<file path="config.mk">
export PLATFORM = sky130hd
export DESIGN_NAME = kwdt_top
export DESIGN_NICKNAME = d
export VERILOG_FILES = /design/src/rtl/kwdt_pkg.sv /design/src/rtl/kwdt_regs.sv /design/src/rtl/kwdt_countdown.sv /design/src/rtl/kwdt_stretch.sv /design/src/rtl/kwdt_top.sv
export SDC_FILE = /design/constraint.sdc
export NUM_CORES = 1
export LEC_CHECK = 0
export BUFFER_PORTS_ARGS = -buffer_cell sky130_fd_sc_hd__clkbuf_2
export CORE_ASPECT_RATIO = 1.25
export CORE_MARGIN = 5
export CORE_UTILIZATION = 50
export CTS_CLUSTER_DIAMETER = 50
export CTS_CLUSTER_SIZE = 10
export DETAILED_ROUTE_END_ITERATION = 6
export PLACE_DENSITY = 0.78
export SYNTH_ARGS = -nofsm -noshare
export SYNTH_HDL_FRONTEND = slang
export SYNTH_SLANG_ARGS = --single-unit
</file>
<file path="constraint.sdc">
create_clock -name clk -period 4.1 [get_ports clk]
set_input_delay 0.205 -clock clk [delete_from_list [all_inputs] [get_ports clk]]
set_output_delay 0.205 -clock clk [all_outputs]
set_load 0.02 [all_outputs]
</file>
<file path="src/rtl/kwdt_pkg.sv">
package kwdt_pkg;

  localparam int HALF_W = 16;
  localparam int CNT_W  = 2 * HALF_W;

  localparam int CTRL_RUN_BIT = 1;
  localparam int CTRL_ARM_BIT = 3;

  typedef enum logic [1:0] {
    REG_GUARD   = 2'd0,
    REG_LOAD_LO = 2'd1,
    REG_LOAD_HI = 2'd2,
    REG_CTRL    = 2'd3
  } kwdt_reg_e;

  // Full reload value from its two halves
  function automatic logic [CNT_W-1:0] join_halves(input logic [HALF_W-1:0] hi,
                                                   input logic [HALF_W-1:0] lo);
    return {hi, lo};
  endfunction

  // A step taken at this count is the final one
  function automatic logic is_last_step(input logic [CNT_W-1:0] c);
    return c <= CNT_W'(1);
  endfunction

endpackage

</file>
<file path="src/rtl/kwdt_regs.sv">
module kwdt_regs
  import kwdt_pkg::*;
#(
  parameter logic [HALF_W-1:0] UNLOCK_KEY = 16'hE551
) (
  input  logic              clk,
  input  logic              rst_n,
  input  logic              wr_en,
  input  logic [1:0]        wr_addr,
  input  logic [HALF_W-1:0] wr_data,
  output logic              unlocked,
  output logic [CNT_W-1:0]  load_val,
  output logic              run,
  output logic              arm,
  output logic              start
);

  logic [HALF_W-1:0] half_q [2];
  logic              cfg_wr;

  assign cfg_wr = wr_en && unlocked;

  always_ff @(posedge clk) begin
    if (!rst_n) begin
      unlocked <= 1'b0;
    end else if (wr_en && wr_addr == REG_GUARD) begin
      unlocked <= (wr_data == UNLOCK_KEY);
    end
  end

  for (genvar h = 0; h < 2; h++) begin : g_half
    localparam logic [1:0] HALF_ADDR = (h == 0) ? REG_LOAD_LO : REG_LOAD_HI;
    always_ff @(posedge clk) begin
      if (!rst_n) begin
        half_q[h] <= '0;
      end else if (cfg_wr && wr_addr == HALF_ADDR) begin
        half_q[h] <= wr_data;
      end
    end
  end

  always_ff @(posedge clk) begin
    if (!rst_n) begin
      run <= 1'b0;
      arm <= 1'b0;
    end else if (cfg_wr && wr_addr == REG_CTRL) begin
      run <= wr_data[CTRL_RUN_BIT];
      arm <= wr_data[CTRL_ARM_BIT];
    end
  end

  assign load_val = join_halves(half_q[1], half_q[0]);
  assign start    = cfg_wr && wr_addr == REG_CTRL && wr_data[CTRL_RUN_BIT] && !run;

endmodule

</file>
<file path="src/rtl/kwdt_countdown.sv">
module kwdt_countdown
  import kwdt_pkg::*;
(
  input  logic             clk,
  input  logic             rst_n,
  input  logic             start,
  input  logic [CNT_W-1:0] load_val,
  input  logic             tick,
  input  logic             run,
  input  logic             gate_ok,
  input  logic             arm,
  output logic [CNT_W-1:0] count,
  output logic             done,
  output logic             expire
);

  logic step;
  logic last;

  assign step   = tick && run && gate_ok && !done && !start;
  assign last   = step && is_last_step(count);
  assign expire = last && arm;

  always_ff @(posedge clk) begin
    if (!rst_n) begin
      count <= '0;
      done  <= 1'b0;
    end else if (start) begin
      count <= load_val;
      done  <= 1'b0;
    end else if (last) begin
      count <= '0;
      done  <= 1'b1;
    end else if (step) begin
      count <= count - CNT_W'(1);
    end
  end

endmodule

</file>
<file path="src/rtl/kwdt_stretch.sv">
module kwdt_stretch #(
  parameter int PULSE_LEN = 4
) (
  input  logic clk,
  input  logic rst_n,
  input  logic trigger,
  output logic pulse
);

  localparam int PW = $clog2(PULSE_LEN + 1);
  localparam logic [PW-1:0] LEN = PW'(PULSE_LEN);

  logic [PW-1:0] left_q;

  always_ff @(posedge clk) begin
    if (!rst_n) begin
      left_q <= '0;
    end else if (trigger) begin
      left_q <= LEN;
    end else if (left_q != '0) begin
      left_q <= left_q - PW'(1);
    end
  end

  assign pulse = (left_q != '0);

endmodule

</file>
<file path="src/rtl/kwdt_top.sv">
module kwdt_top
  import kwdt_pkg::*;
#(
  parameter logic [15:0] UNLOCK_KEY = 16'hE551,
  parameter int          PULSE_LEN  = 4
) (
  input  logic        clk,
  input  logic        rst_n,
  input  logic        wr_en,
  input  logic [1:0]  wr_addr,
  input  logic [15:0] wr_data,
  input  logic        tick,
  input  logic        mod_en,
  input  logic        clk_en,
  output logic        rst_out
);

  logic             unlocked;
  logic [CNT_W-1:0] load_val;
  logic             run;
  logic             arm;
  logic             start;
  logic             gate_ok;
  logic [CNT_W-1:0] count;
  logic             done;
  logic             expire;

  assign gate_ok = mod_en && clk_en;

  kwdt_regs #(.UNLOCK_KEY(UNLOCK_KEY)) u_regs (
    .clk      (clk),
    .rst_n    (rst_n),
    .wr_en    (wr_en),
    .wr_addr  (wr_addr),
    .wr_data  (wr_data),
    .unlocked (unlocked),
    .load_val (load_val),
    .run      (run),
    .arm      (arm),
    .start    (start)
  );

  kwdt_countdown u_cnt (
    .clk      (clk),
    .rst_n    (rst_n),
    .start    (start),
    .load_val (load_val),
    .tick     (tick),
    .run      (run),
    .gate_ok  (gate_ok),
    .arm      (arm),
    .count    (count),
    .done     (done),
    .expire   (expire)
  );

  kwdt_stretch #(.PULSE_LEN(PULSE_LEN)) u_stretch (
    .clk     (clk),
    .rst_n   (rst_n),
    .trigger (expire),
    .pulse   (rst_out)
  );

endmodule

</file>
==> metrics.yaml <==
outcome:
  status: "finished clean"
timing:
  rsz0062_at_grt: "no"
  finalCriticalPeriod_ps: 2782
  fmax_mhz: 359.5
  setup_viol: 0
  hold_violations: 0
  fin_crit_sh: 0.6785
  worstMarginPinSlew_ps: 1056
  maxSlewViolCount: 0
  skew_ps: 9.751
  setup_tns_ps: 0
  max_slew_margin: 0.2932
clocking:
  clock_path_buffers: 2
  cts_made_buffers: 9
  clk_pin_slew_worst_paths_ps: 80
  htree_levels: 3
  hold_buffers: 0
  cts_root_buffer: "clkbuf_8"
  cts_setup_buffers: 0
  cts_tree: "done"
  clock-sinks: 71
  worstSkewPairLatency_ps: 340
  ctsResizeCount: 0
route:
  first_iter_violations: 381
  drcViolationCount: 0
  via_per_inst: 5.882
  routed_wl_mm: 7.780
  first_pass_iters: 5
  wire_per_inst_um: 16.73
  final_antenna_net_count: 0
  via_count: 2735
die:
  die_h_um: 102.6
  coreArea_um2: 6606
  dieArea_um2: 8632
  num_rows: 33
  ios: 25
  start_util: 0.5195
  die_w_um: 84.11
grt:
  globalRoute.totalOverflow: 0
  grt_max_degree: 26
  track_usage: 0.1907
  grt_pass1_vias: 2594
  grt_pass1_wl_mm: 12.77
  antenna_found_initial: 0
critical_path:
  reg2reg_setup_slack_ps: 1320
  rr_startpoint: "u_cnt.count[15]"
  startpoint: "u_cnt.count[15]"
  crit_arrival_ps: 2960
  cpMaxStageDelayCell: "or4_1"
  critical_path_class: "reg -> reg"
  cp-start-kind: "flop"
  critPathCaptureType: "flop"
  crit_chain: "or4_1, or4_1, nor4_4, nor2_2, nand2_2, o22ai_1"
  worstPathRequired_ps: 4280
  critPathMaxStageDelay_ps: 670
  crit_path_max_fanout: 21
  cp_common_cell: "or4_1"
yosys:
  ys_warn_count: 0
  ys_seq_area_frac: 0.5075
  netlist.area_leader.share: 0.2800
  yosysMostFrequentCell: "dfxtp_1"
  synth_area_um2: 3432
  synthCells: 349
  synth_area_per_cell_um2: 9.834
  synth_area_leaders: "edfxtp_1 28%, dfxtp_1 23%, and2_1 5.8%"
  syn-num-nets: 378
  synth_cell_types: 49
  synth_edf_count: 32
  synth_largest_area_cell: "edfxtp_1"
  synth_common_cells: "39 x dfxtp_1, 32 x and2_1, 32 x edfxtp_1, 31 x nand2_1, 29 x nor2_1"
  synth-seq-cells: 71
  async_flop_share: 0
  dominantRegCellSynth: "dfxtp_1"
pwr:
  p_per_area_nw_per_um2: 386.6
  ir_worst_vdd_mv: 0.2780
  p_leak_nw: 1.522
final_layout:
  fillers: 573
  drive_above_1_share: 0.1508
  fin_area_um2: 3845
  nNetsFinal: 402
  area_delta_synth_final_pct: 12.03
  antennaDiodeCount: 0
place:
  dp_hpwl_mm: 5.492
  dpl-instance-area_um2: 3618
  gp_congestion: 0.9240
  place.port_buffers: 24
worst_hold_path:
  min_path_type: "in -> reg"
  min_from: "wr_data[13]"
flow_run:
  drv_cap: 0
-- sequential cells by signal, summed over array words and instances (netlist names) --
name / count
u_stretch.left_q: 3
u_cnt.count: 32
u_regs.half_q: 32
u_regs.run: 1
u_regs.arm: 1
u_cnt.done: 1
u_regs.unlocked: 1
-- layout by cell type, fill, tap and decap left out, drive strengths merged, types with 11 or more instances in the layout --
cell / count
and2: 32
nor3: 12
clkbuf: 34
dfxtp: 39
nand2: 32
nor4: 11
xor2: 12
edfxtp: 32
o21ai: 24
nor2: 30
-- metal layers --
metal | up-vias | routed length [um] | global-route usage
met3 | 29 | 474 | 0.04716
met5 | - | 0 | 0
li1 | 1312 | - | -
met1 | 1274 | 3215 | 0.2304
met4 | 0 | 239 | 0.08663
met2 | 120 | 3850 | 0.3238
-- through the flow --
stage | total power [mW] | std cells | hold WS (ps) | utilization | worst slack (ps)
2_1_floorplan | 0.8469 | 349 | 348.8 | - | 1651
3_3_place_gp | 0.8811 | 449 | 435.3 | 0.5477 | 1475
3_5_place_dp | 0.8851 | 449 | 444.9 | 0.5477 | 1393
4_1_cts | 1.492 | 465 | 158.0 | 0.5813 | 1363
5_1_grt | 1.540 | 465 | 160.5 | 0.5820 | 1203
6_report | 1.487 | 465 | 169.0 | 0.5820 | 1318
-- logic make-up after synthesis --
logic type,synth area share
xor gates and xnor gates,0.05104
AOI/OAI and AO/OA,0.1032
buffers and inverters,0.02661
muxes,0.02406
adders and majority gates,0.01823
DFF,0.5075
and+or+nand+nor,0.2694
-- path summary, 6_finish.rpt --
| path | to | depth (start not counted) |
|---|---|---|
| max | u_cnt.count[12] | 6 |
| min | u_regs.half_q[0][13] | 2 |
| max reg2reg | u_cnt.count[12] | 6 |
| min reg2reg | u_cnt.count[17] | 2 |
-- critical path, delay by kind of cell, from the launching register on --
kind,cells,cell delay (ps)
flip-flops,1,350
AO/OA/AOI/OAI,1,160
AND/OR/NAND/NOR,5,2090
-- cell type report --
type                    instances  area [um^2]  area share
clock buffers                  10        137.6     0.03580
clock inverters                 6        83.83     0.02180
inverters                       9        33.78    0.008786
multi-input cells             256         1604      0.4172
flip-flops and latches         71         1742      0.4530
well taps                      87        108.9     0.02831
repair buffers                 26        135.1     0.03514
-- where the power goes --
group | leakage (nW) | internal, mW | switching (mW)
clock | 0.106 | 0.356 | 0.263
sequential | 0.645 | 0.756 | 0.00858
combinational | 0.770 | 0.0393 | 0.0641
total | 1.52 | 1.15 | 0.335
(Power assumes the default switching activity.)
